File: src/rtl/bm_pkg.sv
package bm_pkg;

    typedef enum logic [1:0] {
        SEL_RADDR = 2'd0,
        SEL_WADDR = 2'd1,
        SEL_RCNT  = 2'd2,
        SEL_WCNT  = 2'd3
    } reg_sel_e;

    localparam logic DIR_RD = 1'b0;
    localparam logic DIR_WR = 1'b1;

    localparam int WORD_BYTES = 4;

endpackage

File: src/rtl/bm_chan.sv
module bm_chan #(
    parameter int AW   = 32,
    parameter int CW   = 16,
    parameter int STEP = 4
) (
    input  logic [AW-1:0] addr_q,
    input  logic [CW-1:0] cnt_q,
    input  logic          addr_we,
    input  logic          cnt_we,
    input  logic [AW-1:0] wdata,
    input  logic          step,
    input  logic          cnt_ignore,
    output logic [AW-1:0] addr_d,
    output logic [CW-1:0] cnt_d,
    output logic          ready,
    output logic          finish
);
    localparam logic [AW-1:0] STEP_A = AW'(STEP);
    localparam logic [CW-1:0] STEP_C = CW'(STEP);

    logic last_word;

    always_comb begin
        last_word = (cnt_q != '0) && (cnt_q <= STEP_C);
        ready     = cnt_ignore || (cnt_q != '0);
        finish    = step && !cnt_ignore && last_word;

        if (addr_we)   addr_d = wdata;
        else if (step) addr_d = addr_q + STEP_A;
        else           addr_d = addr_q;

        if (cnt_we)              cnt_d = wdata[CW-1:0];
        else if (step) begin
            if (cnt_q <= STEP_C) cnt_d = '0;
            else                 cnt_d = cnt_q - STEP_C;
        end
        else                     cnt_d = cnt_q;
    end
endmodule

File: src/rtl/bm_arb.sv
module bm_arb (
    input  logic [1:0] elig,
    input  logic       last_dir,
    output logic       gnt_vld,
    output logic       gnt_dir
);
    always_comb begin
        gnt_vld = |elig;
        if (elig == 2'b11) gnt_dir = ~last_dir;
        else               gnt_dir = elig[1];
    end
endmodule

File: src/rtl/bm_engine.sv
module bm_engine
    import bm_pkg::*;
#(
    parameter int AW = 32,
    parameter int CW = 16
) (
    input  logic          clk,
    input  logic          rst_n,
    input  logic          host_own,
    input  logic          byte_boot,
    input  logic          loc_we,
    input  logic [1:0]    loc_sel,
    input  logic [AW-1:0] loc_wdata,
    input  logic          host_we,
    input  logic [1:0]    host_sel,
    input  logic [AW-1:0] host_wdata,
    input  logic          rd_enable,
    input  logic          wr_enable,
    input  logic          cnt_ignore,
    input  logic          h2l_full,
    input  logic          l2h_empty,
    input  logic [1:0]    done_clr,
    output logic          bm_req,
    output logic          bm_dir,
    output logic [AW-1:0] bm_addr,
    input  logic          bm_ack,
    output logic [AW-1:0] rd_addr,
    output logic [AW-1:0] wr_addr,
    output logic [CW-1:0] rd_cnt,
    output logic [CW-1:0] wr_cnt,
    output logic [1:0]    done,
    output logic          irq_host,
    output logic          irq_local
);
    localparam int NDIR = 2;

    typedef struct packed {
        logic [NDIR-1:0][AW-1:0] addr;
        logic [NDIR-1:0][CW-1:0] cnt;
        logic                    req;
        logic                    dir;
        logic [AW-1:0]           req_addr;
        logic                    last_dir;
        logic [NDIR-1:0]         done;
    } state_t;

    state_t q, d;

    // Write port selected by ownership
    logic          wr_acc;
    logic [1:0]    wr_sel;
    logic [AW-1:0] wr_dat;
    logic          allow;

    assign wr_acc = host_own ? host_we    : loc_we;
    assign wr_sel = host_own ? host_sel   : loc_sel;
    assign wr_dat = host_own ? host_wdata : loc_wdata;
    assign allow  = host_own | ~byte_boot;

    logic [NDIR-1:0]         step, ready, finish, elig;
    logic [NDIR-1:0][AW-1:0] addr_nx;
    logic [NDIR-1:0][CW-1:0] cnt_nx;
    logic [NDIR-1:0]         room;
    logic [NDIR-1:0]         en;

    assign room = {~l2h_empty, ~h2l_full};
    assign en   = {wr_enable, rd_enable};

    for (genvar g = 0; g < NDIR; g++) begin : g_chan
        localparam reg_sel_e ASEL = (g == 0) ? SEL_RADDR : SEL_WADDR;
        localparam reg_sel_e CSEL = (g == 0) ? SEL_RCNT  : SEL_WCNT;

        assign step[g] = q.req && bm_ack && (q.dir == 1'(g));
        assign elig[g] = allow && !q.req && en[g] && ready[g] && room[g];

        bm_chan #(.AW(AW), .CW(CW), .STEP(WORD_BYTES)) u_chan (
            .addr_q     (q.addr[g]),
            .cnt_q      (q.cnt[g]),
            .addr_we    (wr_acc && (wr_sel == ASEL)),
            .cnt_we     (wr_acc && (wr_sel == CSEL)),
            .wdata      (wr_dat),
            .step       (step[g]),
            .cnt_ignore (cnt_ignore),
            .addr_d     (addr_nx[g]),
            .cnt_d      (cnt_nx[g]),
            .ready      (ready[g]),
            .finish     (finish[g])
        );
    end

    logic gnt_vld, gnt_dir;

    bm_arb u_arb (
        .elig     (elig),
        .last_dir (q.last_dir),
        .gnt_vld  (gnt_vld),
        .gnt_dir  (gnt_dir)
    );

    always_comb begin
        d      = q;
        d.addr = addr_nx;
        d.cnt  = cnt_nx;
        if (q.req) begin
            if (bm_ack) d.req = 1'b0;
        end else if (gnt_vld) begin
            d.req      = 1'b1;
            d.dir      = gnt_dir;
            d.last_dir = gnt_dir;
            d.req_addr = q.addr[gnt_dir];
        end
        d.done = (q.done & ~done_clr) | finish;
    end

    always_ff @(posedge clk or negedge rst_n) begin
        if (!rst_n) begin
            q          <= '0;
            q.last_dir <= DIR_WR;
        end else begin
            q <= d;
        end
    end

    assign bm_req    = q.req;
    assign bm_dir    = q.dir;
    assign bm_addr   = q.req_addr;
    assign rd_addr   = q.addr[0];
    assign wr_addr   = q.addr[1];
    assign rd_cnt    = q.cnt[0];
    assign wr_cnt    = q.cnt[1];
    assign done      = q.done;
    assign irq_host  = host_own & (|q.done);
    assign irq_local = ~host_own & (|q.done);

endmodule

File: config.mk
export PLATFORM = sky130hd
export DESIGN_NAME = bm_engine
export DESIGN_NICKNAME = d
export VERILOG_FILES = /design/src/rtl/bm_pkg.sv /design/src/rtl/bm_chan.sv /design/src/rtl/bm_arb.sv /design/src/rtl/bm_engine.sv
export SDC_FILE = /design/constraint.sdc
export NUM_CORES = 1
export LEC_CHECK = 0
export BUFFER_PORTS_ARGS = -buffer_cell sky130_fd_sc_hd__buf_4
export CORE_MARGIN = 5
export CORE_UTILIZATION = 59
export CTS_BUF_LIST = sky130_fd_sc_hd__clkbuf_2
export DETAILED_ROUTE_END_ITERATION = 10
export PLACE_DENSITY = 0.89
export SLEW_MARGIN = 30
export SYNTH_ARGS = -nofsm -noshare
export SYNTH_HDL_FRONTEND = slang
export SYNTH_SLANG_ARGS = --single-unit
File: constraint.sdc
create_clock -name clk -period 5.8 [get_ports clk]
set_clock_uncertainty 0.15 [all_clocks]
set_input_delay 0.87 -clock clk [delete_from_list [all_inputs] [get_ports clk]]
set_output_delay 0.87 -clock clk [all_outputs]
set_load 0.02 [all_outputs]
==> impl_metrics.tcl, run 1 <==
set metrics [dict create \
    ys_seq_elements 133 \
    r2r-end "bm_addr[15]" \
    yosys-top-cells-count "132 x dfrtp_1, 84 x mux2i_1, 49 x xnor2_1" \
    slowest_stage "a32oi_4" \
    drv_slew 0 \
    finalSetupViolCount 0 \
    synth_most_common_cell "dfrtp_1" \
    drt_pre_antenna_iters 6 \
    initial_core_util 0.605 \
    post-route-min-period_ps 3060 \
    grt_pass1_wl_um 38600 \
    synth_top_area_share 0.431 \
    critPathMaxFanout 18 \
    drc 0 \
    yosys_warnings 0 \
    crit_buf_inv 2 \
    status "finished, final reports clean" \
    peakVddDrop_v 0.000250 \
    synth_ff_type "dfrtp_1" \
    ant_nets 0 \
    gp_congestion 0.973 \
    synthToLayoutAreaGrowth_pct 25.6 \
    die_area_sq_um 15400 \
    cts_setup_buffers 0 \
    die_y_um 124 \
    fp-row-count 41 \
    pin_count 216 \
    drive_gt1_frac 0.291 \
    r2r_cells 8 \
    hpwl_um 17800 \
    routed_via_density 6.54 \
    hold_viol 0 \
    max_stage_delay_ps 630 \
    synth-edff-count 0 \
    synth_cells 743 \
    grt_max_degree 89 \
    avgSynthCellArea_sq_um 10.3 \
    path_clk_slew_ps 220 \
    synth_top_area_cell "dfrtp_1" \
    dp_slack_ps 2210 \
    r2r_slack_ps 2740 \
    cts_tree "built" \
    rsz0062_at_grt "false" \
    cp.depth 8 \
    grt_overflow_total 0 \
    port-buffer-count 215 \
    clk_latency_ps 770 \
    synthArstFlopShare 1.00 \
    finalNetCount 1028 \
    cts-htree-levels 4 \
    drt_iter0_drc 920 \
    grt_pass1_vias 7163 \
    cts-root-buf "clkbuf_2" \
    core_area_sq_um 12700 \
    critPathTopFamily "simple AND/OR/NAND/NOR gates" \
    syn-cell-area_sq_um 7670 \
    hold_class "input port to asynchronous set/reset pin" \
    holdBufCountCts 0 \
    worst-slew-pin-transition_ps 938 \
    crit_chain "inv_1, ha_1, or4b_1, nor4_4, nand2_4, a32oi_4, buf_8, a221o_1" \
    r2r-start "rd_cnt[3]" \
    wire_per_inst_um 22.2 \
    powerDensity_nw_per_um2 400 \
    syn-num-nets 831 \
    ctsResizeCount 0 \
    ys_seq_area_frac 0.434 \
    max_freq_mhz 327 \
    cp.required_ps 6330 \
    clock_path_buffers 2 \
    drv_cap 0 \
    finalWirelength_um 25000 \
    ys_types 72 \
    dr_total_vias 7361 \
    power_leakage_nw 4.36 \
    ys_top_cells_by_area "dfrtp_1 43%, mux2i_1 11%, xnor2_1 5.6%" \
    setup_tns_ps 0 \
    worstPathArrival_ps 3590 \
    antenna_found_initial 1 \
    cts_buffers 17 \
    path_class "flop to flop" \
    end_kind "flop" \
    max_slew_margin 0.375 \
    dieWidth_um 124 \
    setup_slack_ps 2740 \
    grtUsageTotal 0.329 \
    start_kind "flop" \
    finalCritPeriodShare 0.528 \
    clock-sinks 133 \
]
[state kept, by name (all words and copies together), names as in the netlist]
signal / cells
bm_dir: 1
rd_cnt: 16
q: 1
bm_req: 1
rd_addr: 32
done: 2
bm_addr: 32
wr_addr: 32
wr_cnt: 16
[area by class of cell]
type	count	area [sq um]
Fill cell	883	3040
Clock buffer	19	95.1
Inverter	20	75.1
Timing Repair Buffer	223	1690
Tap cell	172	215
Antenna cell	1	2.50
Multi-Input combinational cell	545	4070
Sequential cell	133	3330
Clock inverter	12	161
[per-stage QoR]
stage / instance area [sq um] / util / hold WS [ps] / instances / power [W]
floorplan: 7670 / - / 358 / 743 / 0.00244
global placement: 9350 / 0.738 / 342 / 1092 / 0.00317
detailed placement: 9380 / 0.740 / 355 / 1093 / 0.00323
CTS: 9630 / 0.760 / 13.3 / 1124 / 0.00384
global route: 9630 / 0.760 / 48.7 / 1125 / 0.00404
finish: 9630 / 0.760 / 1.59 / 1125 / 0.00385
[cells by family (layout without fill, tap and decap cells)]
group           Yosys count  count (layout)  share of synthesized area
other cells               0               1                          0
flops                   133             133                      0.434
simple gates            266             266                      0.206
fa+ha+maj                 6               6                    0.00979
mux                      89              89                      0.117
xor+xnor                 58              58                     0.0662
buf+inv                  65             274                     0.0390
compound gates          126             126                      0.128
[cells in the final DEF (no fill, tap or decap), types with 19 or more instances in the layout]
cell type  count
a21oi_1       35
a221o_1       32
buf_4        221
clkbuf_2      19
dfrtp_1      132
inv_1         20
mux2i_1       84
nand2_1       33
nand3_1       32
nor2_1        38
nor3_1        25
nor3b_1       29
nor4_1        30
xnor2_1       49
[per-layer routing]
metal / track usage / routed length, um
met1: 0.429 / 9540
met4: 0.157 / 979
met3: 0.0740 / 2740
met5: 0 / 0
met2: 0.521 / 11700
[where the power goes]
part	internal, W	switching [W]	total, W
logic	0.000729	0.000865	0.00159
registers	0.00121	0.000424	0.00163
clock network	0.000278	0.000346	0.000624
[worst reg2reg max path, cell delays in order, from the launching register on]
cell and delay [ps]:
dfrtp_1 450, inv_1 110, ha_1 230, or4b_1 530, nor4_4 370, nand2_4 110, a32oi_4 630, buf_8 250
a221o_1 170
[worst max path at each step]
stage                         start           to  slack [ps]
after CTS                 rd_cnt[3]  bm_addr[15]        2790
after global routing      wr_cnt[2]  bm_addr[19]        2600
after detailed placement   host_own   bm_addr[1]        2210
final                     rd_cnt[3]  bm_addr[15]        2740
after floorplan            host_own     irq_host        2470
after global placement     host_own  bm_addr[24]        2370
Power figures use the tool's default switching activity.
==> run 2, diff against run 1 <==
Settings changed: CORE_UTILIZATION 59 to 55, PLACE_DENSITY 0.89 to 0.84.
Clock period 5.8 ns to 2.9 ns, I/O delays scaled along.
==> run 2 against run 1 <==
- global-route usage is essentially flat
- final cell count up 9.2%
- final area up 8.9%
- power up 100%
- wire length is 8.2% higher
- clock-buffer cell count rose by 1
- first-iteration DRC count fell by 30%
- worst setup slack lost 2500 ps
- clock power increased by 71%
- critical endpoint is now bm_addr[28]
- largest power group is now combinational cells
==> impl_metrics.tcl, run 2 (same netlist as run 1, synthesis figures left out) <==
set metrics [dict create \
    die_y_um 128 \
    grt_pass1_vias 7847 \
    wire_per_inst_um 22.0 \
    port-buffer-count 215 \
    max_freq_mhz 374 \
    initial_core_util 0.557 \
    comb_power_share 0.439 \
    core_area_sq_um 13800 \
    hold_viol 0 \
    dr_total_vias 7696 \
    hold_class "input port to flop" \
    finalNetCount 1122 \
    synthToLayoutAreaGrowth_pct 36.8 \
    grt_pass1_wl_um 42400 \
    cp.required_ps 3360 \
    drive_gt1_frac 0.290 \
    end_kind "flop" \
    max_slew_margin 0.516 \
    status "finished, final reports clean" \
    layout_common_cells "248 x buf_4, 132 x dfrtp_1, 84 x mux2i_1" \
    pwr-share-clk 0.139 \
    multiInputGateArea_sq_um 4060 \
    drc 0 \
    die_area_sq_um 16400 \
    ctsResizeCount 0 \
    whs_ps 51.2 \
    antenna_found_initial 2 \
    grt_overflow_total 0 \
    drt_pre_antenna_iters 5 \
    min_from "loc_wdata[14]" \
    finalSetupViolCount 0 \
    drt_iter0_drc 644 \
    fp-row-count 43 \
    switching_share 0.430 \
    peakVddDrop_v 0.000464 \
    r2r_cells 7 \
    grt_max_degree 48 \
    setup_tns_ps 0 \
    cts_tree "built" \
    worstPathArrival_ps 3130 \
    r2r-start "rd_cnt[2]" \
    rsz0062_at_grt "false" \
    clock-sinks 133 \
    start_kind "flop" \
    cts_buffers 17 \
    clk_latency_ps 720 \
    drv_slew 0 \
    r2r-end "bm_addr[28]" \
    p_int_w 0.00438 \
    final_cells 1229 \
    powerDensity_nw_per_um2 732 \
    post-place-cells 1129 \
    dieWidth_um 128 \
    path_clk_slew_ps 180 \
    dp_slack_ps 267 \
    finalWirelength_um 27100 \
    gp_congestion 0.934 \
    fillerInstances 934 \
    path_class "flop to flop" \
    cts-root-buf "clkbuf_2" \
    grtUsageTotal 0.328 \
    clock_path_buffers 2 \
    worst-slew-pin-transition_ps 706 \
    ant_nets 0 \
    pin_count 216 \
    post-route-min-period_ps 2670 \
    r2r_slack_ps 230 \
    p_seq_frac 0.422 \
    seqCellArea_sq_um 3330 \
    routed_via_density 6.26 \
    cts-htree-levels 4 \
    fin_util 0.762 \
    setup_slack_ps 226 \
    hpwl_um 18500 \
    power_leakage_nw 4.77 \
    critPathMaxFanout 33 \
    drv_cap 0 \
    hold_depth 4 \
    final_common_cell "buf_4" \
    p_switching_w 0.00330 \
    min_delay_worst_endpoint "rd_addr[14]" \
    finalCritPeriodShare 0.922 \
]
-- run 2: critical path, cell delays in order, from the launching register on --
cell and delay [ps]:
dfrtp_1 450, inv_1 120, ha_1 220, or4b_1 520, nor4_4 320, nand2_4 100, o2111a_4 330, a221o_1 370
-- run 2: power groups by stage --
stage / logic [W] / clock network [W] / registers (W)
floorplan: 0.00118 / 0 / 0.00371
global placement: 0.00319 / 0 / 0.00322
detailed placement: 0.00328 / 0 / 0.00323
CTS: 0.00335 / 0.00107 / 0.00320
global route: 0.00358 / 0.00117 / 0.00333
finish: 0.00337 / 0.00107 / 0.00324
-- run 2: through the flow --
step	instance area [sq um]	total power, W
floorplan	7670	0.00489
global placement	9620	0.00641
detailed placement	9620	0.00651
CTS	10400	0.00763
global route	10500	0.00807
finish	10500	0.00768
-- run 2: what timing repair did --
action	CTS	global route
hold endpoints to repair	101	4
setup buffers	0	0
hold buffers	59	7
-- run 2: per-layer routing --
layer  up-vias  share of wire  GRT usage
li1       3407              -          -
met1      3734           0.37      0.404
met2       465           0.49      0.539
met3        88           0.10     0.0854
met4         2          0.040      0.155
met5         -        0.00026          0
-- run 2: worst max-delay path by stage --
stage | end | slack [ps] | startpoint | cells past startpoint
finish | bm_addr[28] | 230 | rd_cnt[2] | 7
global route | bm_addr[28] | 20 | wr_cnt[2] | 7
CTS | bm_addr[0] | 240 | rd_cnt[2] | 7
detailed placement | bm_addr[28] | 270 | rd_cnt[2] | 7
global placement | bm_addr[12] | 340 | rd_cnt[2] | 7
floorplan | bm_addr[10] | 380 | rd_cnt[2] | 8
-- run 2: layout make-up --
class / count / share of cell area
clock buffers: 20 / 0.00954
well taps: 180 / 0.0215
inverters: 20 / 0.00715
diodes: 2 / 0.000477
multi-input cells: 545 / 0.387
repair buffers: 317 / 0.246
clock inverters: 12 / 0.0107
flip-flops and latches: 133 / 0.317
==> run 3, diff against run 2 <==
Settings changed: CORE_UTILIZATION 55 to 56, PLACE_DENSITY 0.84 to 0.83, SYNTH_HIERARCHICAL set to 1.
==> run 3 against run 2 <==
- synthesized cell count is 24% higher
- largest power group unchanged
- flip-flop and latch count unchanged
- final area up 4.8%
- highest routed layer is now met4
- combinational power rose by 14%
- via count is 3.2% higher
- critical path type unchanged
- worst setup slack worse by 160 ps
- first-iteration DRC count is 18% higher
- fmax decreased by 5.5%
- synthesized area increased by 17%
- sequential share of layout area shrank 1.5 points
- hold slack better by 55 ps
- power rose by 11%
==> impl_metrics.tcl, run 3 <==
set metrics [dict create \
    avgSynthCellArea_sq_um 9.73 \
    grt_pass1_vias 7965 \
    cts_tree "built" \
    path_clk_slew_ps 210 \
    setup_slack_ps 70.3 \
    syn-num-nets 1011 \
    grt_overflow_total 0 \
    worstPathArrival_ps 3320 \
    final_common_cell "buf_4" \
    die_y_um 137 \
    max_freq_mhz 353 \
    clk_latency_ps 750 \
    cts_buffers 17 \
    clock_path_buffers 2 \
    core_area_sq_um 15800 \
    max_stage_delay_ps 480 \
    synthArstFlopShare 1.00 \
    fin_area_sq_um 11000 \
    pin_count 216 \
    cts-htree-levels 4 \
    finalNetCount 1175 \
    r2r_slack_ps 70 \
    rsz0062_at_grt "false" \
    finalSetupViolCount 0 \
    finalCritPeriodShare 0.976 \
    grt_max_degree 54 \
    peakVddDrop_v 0.000461 \
    gp_congestion 0.926 \
    layout_common_cells "235 x buf_4, 132 x dfrtp_1, 81 x nand2_1" \
    ys_seq_elements 133 \
    ys_top_cells_by_area "dfrtp_1 37%, buf_4 11%, mux2_4 9.4%" \
    hpwl_um 18600 \
    drive_gt1_frac 0.355 \
    max_slew_margin 0.424 \
    synth_most_common_cell "dfrtp_1" \
    synth_ff_type "dfrtp_1" \
    end_kind "flop" \
    cts_setup_buffers 0 \
    initial_core_util 0.568 \
    worst-slew-pin-transition_ps 858 \
    wire_per_inst_um 20.6 \
    grtUsageTotal 0.292 \
    hold_class "input port to flop" \
    path_class "flop to flop" \
    die_area_sq_um 18700 \
    synthToLayoutAreaGrowth_pct 22.4 \
    r2r-start "wr_cnt[10]" \
    post-route-min-period_ps 2830 \
    antenna_found_initial 1 \
    fp-row-count 46 \
    dp_slack_ps 191 \
    drt_pre_antenna_iters 7 \
    grt_pass1_wl_um 42600 \
    power_leakage_nw 4.68 \
    cts-root-buf "clkbuf_2" \
    cp.required_ps 3390 \
    min_from "host_wdata[15]" \
    status "finished, final reports clean" \
    placed_cell_area_sq_um 9940 \
    synth_top_area_cell "dfrtp_1" \
    synth_top_area_share 0.368 \
    yosys_warnings 6 \
    drc 0 \
    drt_iter0_drc 758 \
    post-place-cells 1210 \
    dr_total_vias 7941 \
    syn-cell-area_sq_um 8980 \
    fillerInstances 1195 \
    clock-sinks 133 \
    finalWirelength_um 27100 \
    routed_via_density 6.03 \
    cp-startpoint "wr_cnt[10]" \
    dieWidth_um 137 \
    ant_nets 0 \
    crit_chain "nor4_1, nand4_1, nor2_1, nand3_1, nand2_1, nor4_1, a21boi_4, buf_12, mux2_4, mux2_4" \
    synth-edff-count 0 \
    final_cells 1318 \
    ys_seq_area_frac 0.371 \
    drv_slew 0 \
    yosys-top-cells-count "132 x dfrtp_1, 130 x buf_4, 81 x nand2_1" \
    port-buffer-count 215 \
    start_kind "flop" \
    slowest_stage "dfrtp_1" \
    synth_cells 923 \
    drv_cap 0 \
    powerDensity_nw_per_um2 772 \
    setup_tns_ps 0 \
    hold_viol 0 \
    ys_types 48 \
    critPathMaxFanout 21 \
]
-- run 3: changes by cell type in the layout (fill, tap and decap cells not counted), sizes merged, moves of 18 or more --
cell | before | now
o21ai | 13 | 52
nor4 | 34 | 16
nor3b | 29 | 2
nand2 | 34 | 81
mux2i | 84 | 3
nor2 | 38 | 67
a31oi | 3 | 28
mux2 | 5 | 105
a21oi | 36 | 4
a221o | 32 | 2
xnor2 | 49 | 28
or4 | 12 | 32
o31ai | 1 | 24
-- run 3: critical path: cells and delay by family (launching register included) --
kind / cells / cell delay (ps)
simple gates: 6 / 1160
mux: 2 / 560
flops: 1 / 480
buf+inv: 1 / 200
compound gates: 1 / 160
-- run 3: cell families (layout without fill, tap and decap cells) --
kind of cell	count (synthesis)	count (layout)	share of synthesized area
flops	133	133	0.371
simple gates	303	303	0.178
buf+inv	191	368	0.144
fa+ha+maj	6	6	0.00836
xor+xnor	46	46	0.0449
other cells	0	2	0
compound gates	136	136	0.0956
mux	108	108	0.158
-- run 3: power by group --
part	total, W	internal [W]	switching [W]
clock network	0.00133	0.000574	0.000756
logic	0.00383	0.00192	0.00191
registers	0.00333	0.00246	0.000875
total	0.00849	0.00495	0.00355
-- run 3: area by class of cell --
cell class	count	area [sq um]	area share
clock buffers	17	85.1	0.00774
clock inverters	15	204	0.0185
repair buffers	315	2630	0.239
inverters	21	78.8	0.00717
well taps	216	270	0.0246
diodes	2	5.00	0.000455
flip-flops and latches	133	3330	0.303
multi-input cells	599	4390	0.399
-- run 3: per-stage QoR --
| step | utilization | hold WS, ps | total power [W] |
|---|---|---|---|
| floorplan | - | -10.6 | 0.00620 |
| global placement | 0.628 | 236 | 0.00692 |
| detailed placement | 0.628 | 234 | 0.00704 |
| CTS | 0.694 | 56.2 | 0.00846 |
| global route | 0.695 | 86.9 | 0.00894 |
| finish | 0.695 | 107 | 0.00849 |
-- run 3: worst paths after layout --
kind | end | depth (start not counted)
max in group asynchronous | bm_addr[18] | 4
setup reg to reg | bm_addr[16] | 10
hold reg to reg | bm_addr[1] | 1
min in group asynchronous | q[2] | 3
setup / recovery | bm_addr[16] | 10
hold / removal | rd_cnt[15] | 4
-- run 3: layer usage --
metal	up-vias	wire [um]	track usage
met3	112	2580	0.0728
met5	-	0	0
met1	3814	10300	0.365
met2	493	13000	0.468
met4	0	1270	0.151
li1	3522	-	-
-- run 3: repair_timing --
item	CTS	global route
hold buffers	74	0
endpoints found under the setup margin	0	5
gates resized for setup	0	1
hold endpoints to repair	217	0
